`src/rtl/guard_pkg.sv`:
```
package guard_pkg;

  typedef enum logic [1:0] {
    RA_CTRL = 2'd0,
    RA_STAT = 2'd1,
    RA_CLR  = 2'd2,
    RA_UNLK = 2'd3
  } reg_addr_e;

  localparam int FLAG_N  = 8;
  localparam int F_OK    = 0;
  localparam int F_DENY  = 1;
  localparam int F_EXP   = 2;
  localparam int F_KEY   = 3;
  localparam int F_RD    = 4;
  localparam int F_ABORT = 5;
  localparam int F_MBERR = 6;
  localparam int F_RANGE = 7;

  typedef logic [FLAG_N-1:0] flags_t;

  // every flag except the success flag blocks unlocking
  localparam flags_t ERR_MASK = 8'hFE;

endpackage

```
`src/rtl/guard_window.sv`:
```
module guard_window #(
  parameter int          NUM_CH = 4,
  parameter int          IDX_W  = 3,
  parameter int          TMO_W  = 8,
  parameter logic [7:0]  KEY    = 8'hA5
) (
  input  logic             clk,
  input  logic             rst,
  input  logic             enabled,
  input  logic             unlk_wr,
  input  logic [7:0]       unlk_key,
  input  logic [IDX_W-1:0] unlk_idx,
  input  logic             err_pending,
  input  logic [TMO_W-1:0] timeout,
  input  logic             grant,
  output logic             open_q,
  output logic [IDX_W-1:0] open_ch_q,
  output logic             ev_abort,
  output logic             ev_key,
  output logic             ev_range,
  output logic             ev_exp
);

  localparam logic [IDX_W:0]   CH_LIMIT = NUM_CH[IDX_W:0];
  localparam logic [TMO_W-1:0] TMR_ONE  = 1;

  logic [TMO_W-1:0] tmr_q;
  logic             attempt, key_ok, in_rng, load, tmr_zero;

  always_comb begin
    attempt  = enabled & unlk_wr;
    key_ok   = (unlk_key == KEY);
    in_rng   = ({1'b0, unlk_idx} < CH_LIMIT);
    tmr_zero = (tmr_q == '0);
    // priority: pending error, then key, then index range
    ev_abort = attempt & err_pending;
    ev_key   = attempt & ~err_pending & ~key_ok;
    ev_range = attempt & ~err_pending & key_ok & ~in_rng;
    load     = attempt & ~err_pending & key_ok & in_rng;
    ev_exp   = enabled & open_q & ~load & ~grant & tmr_zero;
  end

  always_ff @(posedge clk) begin
    if (rst || !enabled) begin
      open_q    <= 1'b0;
      open_ch_q <= '0;
      tmr_q     <= '0;
    end else if (load) begin
      open_q    <= 1'b1;
      open_ch_q <= unlk_idx;
      tmr_q     <= timeout;
    end else if (open_q) begin
      if (grant || tmr_zero) begin
        open_q <= 1'b0;
      end else begin
        tmr_q <= tmr_q - TMR_ONE;
      end
    end
  end

endmodule

```
`src/rtl/guard_port.sv`:
```
module guard_port #(
  parameter int NUM_CH = 4,
  parameter int IDX_W  = 3,
  parameter int DW     = 32
) (
  input  logic             clk,
  input  logic             rst,
  input  logic             enabled,
  input  logic             berren,
  input  logic             open_q,
  input  logic [IDX_W-1:0] open_ch,
  input  logic             ch_req,
  input  logic             ch_we,
  input  logic [IDX_W-1:0] ch_idx,
  input  logic [DW-1:0]    ch_wdata,
  output logic             ch_ack,
  output logic             ch_err,
  output logic [DW-1:0]    ch_rdata,
  output logic             dn_req,
  output logic             dn_we,
  output logic [IDX_W-1:0] dn_idx,
  output logic [DW-1:0]    dn_wdata,
  input  logic             dn_rsp,
  input  logic             dn_err,
  input  logic [DW-1:0]    dn_rdata,
  output logic             busy_q,
  output logic             grant,
  output logic             ev_ok,
  output logic             ev_deny,
  output logic             ev_range,
  output logic             ev_mberr
);

  localparam logic [IDX_W:0] CH_LIMIT = NUM_CH[IDX_W:0];

  logic accept, live, in_rng, hit, refuse, done;

  always_comb begin
    accept   = ch_req & ~busy_q;
    live     = accept & enabled;
    in_rng   = ({1'b0, ch_idx} < CH_LIMIT);
    hit      = open_q & (ch_idx == open_ch);
    grant    = live & in_rng & hit;
    refuse   = accept & ~grant;
    done     = busy_q & dn_rsp;
    ev_ok    = grant;
    ev_deny  = live & in_rng & ~hit;
    ev_range = live & ~in_rng;
    ev_mberr = done & dn_err;
  end

  always_ff @(posedge clk) begin
    if (rst) begin
      busy_q   <= 1'b0;
      dn_req   <= 1'b0;
      dn_we    <= 1'b0;
      dn_idx   <= '0;
      dn_wdata <= '0;
      ch_ack   <= 1'b0;
      ch_err   <= 1'b0;
      ch_rdata <= '0;
    end else begin
      dn_req <= grant;
      if (grant) begin
        dn_we    <= ch_we;
        dn_idx   <= ch_idx;
        dn_wdata <= ch_wdata;
        busy_q   <= 1'b1;
      end else if (done) begin
        busy_q <= 1'b0;
      end
      ch_ack   <= refuse | done;
      ch_err   <= berren & ((live & ~grant) | (done & dn_err));
      ch_rdata <= done ? dn_rdata : '0;
    end
  end

endmodule

```
`src/rtl/guard_flags.sv`:
```
module guard_flags
  import guard_pkg::*;
(
  input  logic   clk,
  input  logic   rst,
  input  flags_t set_vec,
  input  logic   clr_wr,
  input  flags_t clr_mask,
  output flags_t flags_q
);

  for (genvar b = 0; b < FLAG_N; b++) begin : g_bit
    always_ff @(posedge clk) begin
      if (rst) begin
        flags_q[b] <= 1'b0;
      end else if (set_vec[b]) begin
        flags_q[b] <= 1'b1;
      end else if (clr_wr && clr_mask[b]) begin
        flags_q[b] <= 1'b0;
      end
    end
  end

endmodule

```
`src/rtl/keyed_access_guard.sv`:
```
module keyed_access_guard
  import guard_pkg::*;
#(
  parameter int         NUM_CH = 4,
  parameter int         IDX_W  = 3,
  parameter int         TMO_W  = 8,
  parameter int         DW     = 32,
  parameter logic [7:0] KEY    = 8'hA5
) (
  input  logic             clk,
  input  logic             rst,
  input  logic             reg_req,
  input  logic             reg_we,
  input  logic [1:0]       reg_addr,
  input  logic [31:0]      reg_wdata,
  output logic             reg_ack,
  output logic             reg_err,
  output logic [31:0]      reg_rdata,
  input  logic             ch_req,
  input  logic             ch_we,
  input  logic [IDX_W-1:0] ch_idx,
  input  logic [DW-1:0]    ch_wdata,
  output logic             ch_ack,
  output logic             ch_err,
  output logic [DW-1:0]    ch_rdata,
  output logic             dn_req,
  output logic             dn_we,
  output logic [IDX_W-1:0] dn_idx,
  output logic [DW-1:0]    dn_wdata,
  input  logic             dn_rsp,
  input  logic             dn_err,
  input  logic [DW-1:0]    dn_rdata,
  output logic             guard_idle
);

  localparam int TMO_LSB = 8;

  logic             en_q, berren_q;
  logic [TMO_W-1:0] tmo_q;
  flags_t           flags_q, set_vec;
  logic             ctrl_wr, clr_wr, unlk_wr, unlk_rd, err_pending;
  logic             open_q, busy_q, grant;
  logic [IDX_W-1:0] open_ch_q;
  logic             w_abort, w_key, w_range, w_exp;
  logic             p_ok, p_deny, p_range, p_mberr;
  logic [31:0]      ctrl_view, stat_view;
  logic             unused_wbits;

  assign unused_wbits = ^reg_wdata;

  always_comb begin
    ctrl_wr     = reg_req & reg_we  & (reg_addr == RA_CTRL);
    clr_wr      = reg_req & reg_we  & (reg_addr == RA_CLR);
    unlk_wr     = reg_req & reg_we  & (reg_addr == RA_UNLK);
    unlk_rd     = reg_req & ~reg_we & (reg_addr == RA_UNLK);
    err_pending = |(flags_q & ERR_MASK);
  end

  // control register: enable / disable strobes, error response enable, timeout
  always_ff @(posedge clk) begin
    if (rst) begin
      en_q     <= 1'b0;
      berren_q <= 1'b0;
      tmo_q    <= '0;
    end else if (ctrl_wr) begin
      if (reg_wdata[1]) begin
        en_q <= 1'b0;
      end else if (reg_wdata[0]) begin
        en_q <= 1'b1;
      end
      berren_q <= reg_wdata[2];
      tmo_q    <= reg_wdata[TMO_LSB +: TMO_W];
    end
  end

  guard_window #(
    .NUM_CH(NUM_CH), .IDX_W(IDX_W), .TMO_W(TMO_W), .KEY(KEY)
  ) u_window (
    .clk        (clk),
    .rst        (rst),
    .enabled    (en_q),
    .unlk_wr    (unlk_wr),
    .unlk_key   (reg_wdata[31:24]),
    .unlk_idx   (reg_wdata[IDX_W-1:0]),
    .err_pending(err_pending),
    .timeout    (tmo_q),
    .grant      (grant),
    .open_q     (open_q),
    .open_ch_q  (open_ch_q),
    .ev_abort   (w_abort),
    .ev_key     (w_key),
    .ev_range   (w_range),
    .ev_exp     (w_exp)
  );

  guard_port #(
    .NUM_CH(NUM_CH), .IDX_W(IDX_W), .DW(DW)
  ) u_port (
    .clk     (clk),
    .rst     (rst),
    .enabled (en_q),
    .berren  (berren_q),
    .open_q  (open_q),
    .open_ch (open_ch_q),
    .ch_req  (ch_req),
    .ch_we   (ch_we),
    .ch_idx  (ch_idx),
    .ch_wdata(ch_wdata),
    .ch_ack  (ch_ack),
    .ch_err  (ch_err),
    .ch_rdata(ch_rdata),
    .dn_req  (dn_req),
    .dn_we   (dn_we),
    .dn_idx  (dn_idx),
    .dn_wdata(dn_wdata),
    .dn_rsp  (dn_rsp),
    .dn_err  (dn_err),
    .dn_rdata(dn_rdata),
    .busy_q  (busy_q),
    .grant   (grant),
    .ev_ok   (p_ok),
    .ev_deny (p_deny),
    .ev_range(p_range),
    .ev_mberr(p_mberr)
  );

  always_comb begin
    set_vec          = '0;
    set_vec[F_OK]    = p_ok;
    set_vec[F_DENY]  = p_deny;
    set_vec[F_EXP]   = w_exp;
    set_vec[F_KEY]   = w_key;
    set_vec[F_RD]    = unlk_rd & en_q;
    set_vec[F_ABORT] = w_abort;
    set_vec[F_MBERR] = p_mberr;
    set_vec[F_RANGE] = w_range | p_range;
  end

  guard_flags u_flags (
    .clk     (clk),
    .rst     (rst),
    .set_vec (set_vec),
    .clr_wr  (clr_wr),
    .clr_mask(reg_wdata[FLAG_N-1:0]),
    .flags_q (flags_q)
  );

  always_comb begin
    ctrl_view                     = '0;
    ctrl_view[0]                  = en_q;
    ctrl_view[2]                  = berren_q;
    ctrl_view[TMO_LSB +: TMO_W]   = tmo_q;
    stat_view                     = '0;
    stat_view[FLAG_N-1:0]         = flags_q;
    stat_view[FLAG_N]             = ~busy_q;
  end

  always_ff @(posedge clk) begin
    if (rst) begin
      reg_ack   <= 1'b0;
      reg_err   <= 1'b0;
      reg_rdata <= '0;
    end else begin
      reg_ack <= reg_req;
      reg_err <= unlk_rd & en_q & berren_q;
      if (reg_req && !reg_we) begin
        case (reg_addr)
          RA_CTRL: reg_rdata <= ctrl_view;
          RA_STAT: reg_rdata <= stat_view;
          default: reg_rdata <= '0;
        endcase
      end else begin
        reg_rdata <= '0;
      end
    end
  end

  assign guard_idle = ~busy_q;

endmodule

```
`config.mk`:
```
export PLATFORM = sky130hd
export DESIGN_NAME = keyed_access_guard
export DESIGN_NICKNAME = d
export VERILOG_FILES = /design/src/rtl/guard_pkg.sv /design/src/rtl/guard_window.sv /design/src/rtl/guard_port.sv /design/src/rtl/guard_flags.sv /design/src/rtl/keyed_access_guard.sv
export SDC_FILE = /design/constraint.sdc
export NUM_CORES = 1
export LEC_CHECK = 0
export BUFFER_PORTS_ARGS = -buffer_cell sky130_fd_sc_hd__buf_2
export CELL_PAD_IN_SITES_DETAIL_PLACEMENT = 1
export CELL_PAD_IN_SITES_GLOBAL_PLACEMENT = 1
export CORE_ASPECT_RATIO = 1.5
export CORE_MARGIN = 5
export CORE_UTILIZATION = 34
export DETAILED_ROUTE_END_ITERATION = 6
export PLACE_DENSITY = 0.91
export SYNTH_ARGS = -nofsm -noshare
export SYNTH_HDL_FRONTEND = slang
export SYNTH_SLANG_ARGS = --single-unit
```
`constraint.sdc`:
```
create_clock -name clk -period 2.55 [get_ports clk]
set_input_delay 0.3825 -clock clk [delete_from_list [all_inputs] [get_ports clk]]
set_output_delay 0.3825 -clock clk [all_outputs]
set_load 0.03 [all_outputs]
```
==> results.toml <==
[run_status]
outcome = "finished, final reports clean"

[cts]
numCtsBuffers = 17
tritoncts = "done"
root_buffer = "clkbuf_16"
ctsHoldBuffers = 0
clk_path_buf_depth = 2
path_clk_slew_ns = 0.06
clock_sink_count = 120
cts-resized-gates = 0
htree_levels = 4
clock_latency_ns = 0.41
postCtsSetupBuffers = 0

[finish]
area_growth_pct = 39.05
fin_nets = 775
layout-drive-gt1-share = 0.3471

[logic_synthesis]
yosysTopAreaCellShare = 0.5621
synthArstFlopShare = 0
yosys-top-cells-area = "dfxtp_1 (56%), nand2_1 (9.4%), a21oi_1 (7.6%)"
syn-instance-count = 473
synth_edf_count = 0
syn_avg_cell_area_um2 = 9.036
synth_most_common_cell = "dfxtp_1"
ys_ff_latch = 120
ys_types = 43
yosys-top-cells-count = "dfxtp_1 (120), nand2_1 (107), a21oi_1 (65)"
syn_area_um2 = 4274
ys.flop_type = "dfxtp_1"
yosys_warnings = 0
synth_seq_area_share = 0.5621
synth_largest_area_cell = "dfxtp_1"

[drt]
viasPerCell = 4.803
drt_iter0_markers = 96
wl_per_cell_um = 16.82
first_pass_iters = 4
drc = 0
num_vias = 4006
ant_nets = 0
drt_wl_total_mm = 14.03

[worst_setup_path]
endpoint_kind = "flip-flop"
arrival_ns = 2.28
cp_max_fo = 7
startpoint_type = "flip-flop"
required_ns = 2.84
worstSetupPathType = "reg2reg"

[floorplanning]
die_x_um = 101.5
fp.dieH_um = 147.3
num_rows = 50
core_area_um2 = 12390
ios = 215
die_area_um2 = 14960
start_util = 0.3451

[sta]
slew_headroom = 0.4847
tns_ns = 0
post-route-period-util = 0.7801
slew_violations = 0
fin_skew_ns = 0.005471
period_minus_slack_ns = 1.989
worst_pin_slew_ns = 0.7730
rsz0062_at_grt = "false"
finalWorstSetupSlack_ns = 0.5608
setup_violations = 0
fmax_mhz = 502.7
hold_viol_final = 0

[power_and_ir_drop]
power.switching_mw = 1.008
clkPwrFrac = 0.558
vdd_drop_max_v = 0.0004921
p_int_mw = 3.648
pwr-share-comb = 0.038
leakage_nw = 2.685
p_per_area_nw_per_um2 = 783.5
switching_share = 0.2165
seqPwrFrac = 0.405

[min_path]
hp-class = "in2reg"

[placed_design]
gp_congestion = 0.8310
post-place-ws_ns = 0.4184
dpl.hpwl_mm = 10.48
port_buffers = 190

[grt]
grt_usage = 0.1918
grt_max_degree = 40
grt_pass1_wl_mm = 22.11
grt.overflow.total = 0
grt_pass1_vias = 4441
antenna_found_initial = 1

[run]
maxCapViolations = 0
-- per-stage QoR --
step                      hold WS (ns)  cell area, um2  utilization  power [mW]  cells
after floorplan                 0.4313            4330            -       2.017    488
after global placement          0.4399            5296       0.4276       2.089    801
after detailed placement        0.4451            5296       0.4276       2.097    801
after CTS                       0.1518            5941       0.4796       4.700    833
after global routing            0.1559            5943       0.4798       4.805    834
final                           0.1692            5943       0.4798       4.656    834
-- state kept, by name, summed over array words and instances (netlist names) --
| name | cells |
|---|---|
| u_port.ch_rdata | 32 |
| u_port.dn_wdata | 32 |
| reg_rdata | 16 |
| tmo_q | 8 |
| u_flags.flags_q | 8 |
| u_window.tmr_q | 8 |
| u_port.dn_idx | 3 |
| u_window.open_ch_q | 3 |
| berren_q | 1 |
| en_q | 1 |
| reg_ack | 1 |
| reg_err | 1 |
| u_port.busy_q | 1 |
| u_port.ch_ack | 1 |
| u_port.ch_err | 1 |
| u_port.dn_req | 1 |
| u_port.dn_we | 1 |
| u_window.open_q | 1 |
-- final timing paths --
kind                                           from                   to  slack [ns]  depth (start not counted)
worst max-delay path              u_window.tmr_q[0]    u_window.tmr_q[1]        0.56                          7
worst min-delay path                    dn_rdata[4]   u_port.ch_rdata[4]        0.17                          2
worst max register to register    u_window.tmr_q[0]    u_window.tmr_q[1]        0.56                          7
worst min register to register  u_port.dn_wdata[10]  u_port.dn_wdata[10]        0.45                          2
-- cell families after synthesis --
family                     after synthesis  synth area share
xor gates and xnor gates                10           0.02049
muxes                                    4          0.009368
DFF                                    120            0.5621
buffers and inverters                   44           0.05621
other                                    1         0.0008774
and+or+nand+nor                        212            0.2453
adders and majority gates                2          0.005854
AOI/OAI and AO/OA                       80           0.09982
-- power groups by stage --
stage / registers, mW / clock network [mW] / logic, mW
finish: 1.89 / 2.60 / 0.175
global route: 1.88 / 2.73 / 0.189
CTS: 1.88 / 2.64 / 0.174
detailed placement: 1.93 / 0 / 0.172
global placement: 1.93 / 0 / 0.164
floorplan: 1.93 / 0 / 0.0880
-- placed cells by master (no fill, tap or decap), drive strengths merged, types with 2 or more instances in the layout --
| cell | netlist | layout |
|---|---|---|
| nor2 | 20 | 20 |
| buf | 23 | 195 |
| a22oi | 2 | 2 |
| or3 | 3 | 3 |
| a211oi | 3 | 3 |
| a21oi | 65 | 65 |
| o21ai | 8 | 8 |
| or2 | 2 | 2 |
| nor4 | 2 | 2 |
| mux2i | 4 | 4 |
| nor3 | 6 | 6 |
| nand2b | 3 | 3 |
| nor2b | 2 | 2 |
| nand2 | 107 | 107 |
| ha | 2 | 2 |
| dfxtp | 120 | 120 |
| clkinvlp | 0 | 3 |
| clkinv | 0 | 3 |
| and2 | 45 | 45 |
| xor2 | 6 | 6 |
| nor4bb | 2 | 2 |
| nand4 | 4 | 4 |
| bufinv | 0 | 4 |
| and3 | 2 | 2 |
| clkbuf | 15 | 19 |
| inv | 6 | 9 |
| nand3 | 6 | 6 |
| nor3b | 2 | 2 |
| conb | 1 | 16 |
| xnor2 | 4 | 4 |
-- worst max-delay path: stages (launching register included) --
cell and delay [ns]:
dfxtp_1 0.35, inv_1 0.09, ha_1 0.15, nor4b_1 0.46, nand2_1 0.30, and2_1 0.26
o211ai_1 0.18, a21oi_1 0.09
-- area by class of cell --
type	instances	area (um2)
diodes	1	2.502
clock buffers	19	452.9
clock inverters	13	191.4
fillers	1509	6444
inverters	6	22.52
multi-input cells	324	1688
flip-flops and latches	120	2402
well taps	156	195.2
repair buffers	195	988.4
-- routing by layer --
metal,up-vias,GRT usage,wire length (um),part of all wire
met2,141,0.3712,8128,0.58
met1,1926,0.1746,4538,0.32
li1,1903,-,-,-
met5,-,0,0,0
met3,36,0.05131,890,0.063
met4,0,0.09980,473,0.034
Power figures use the tool's default switching activity.
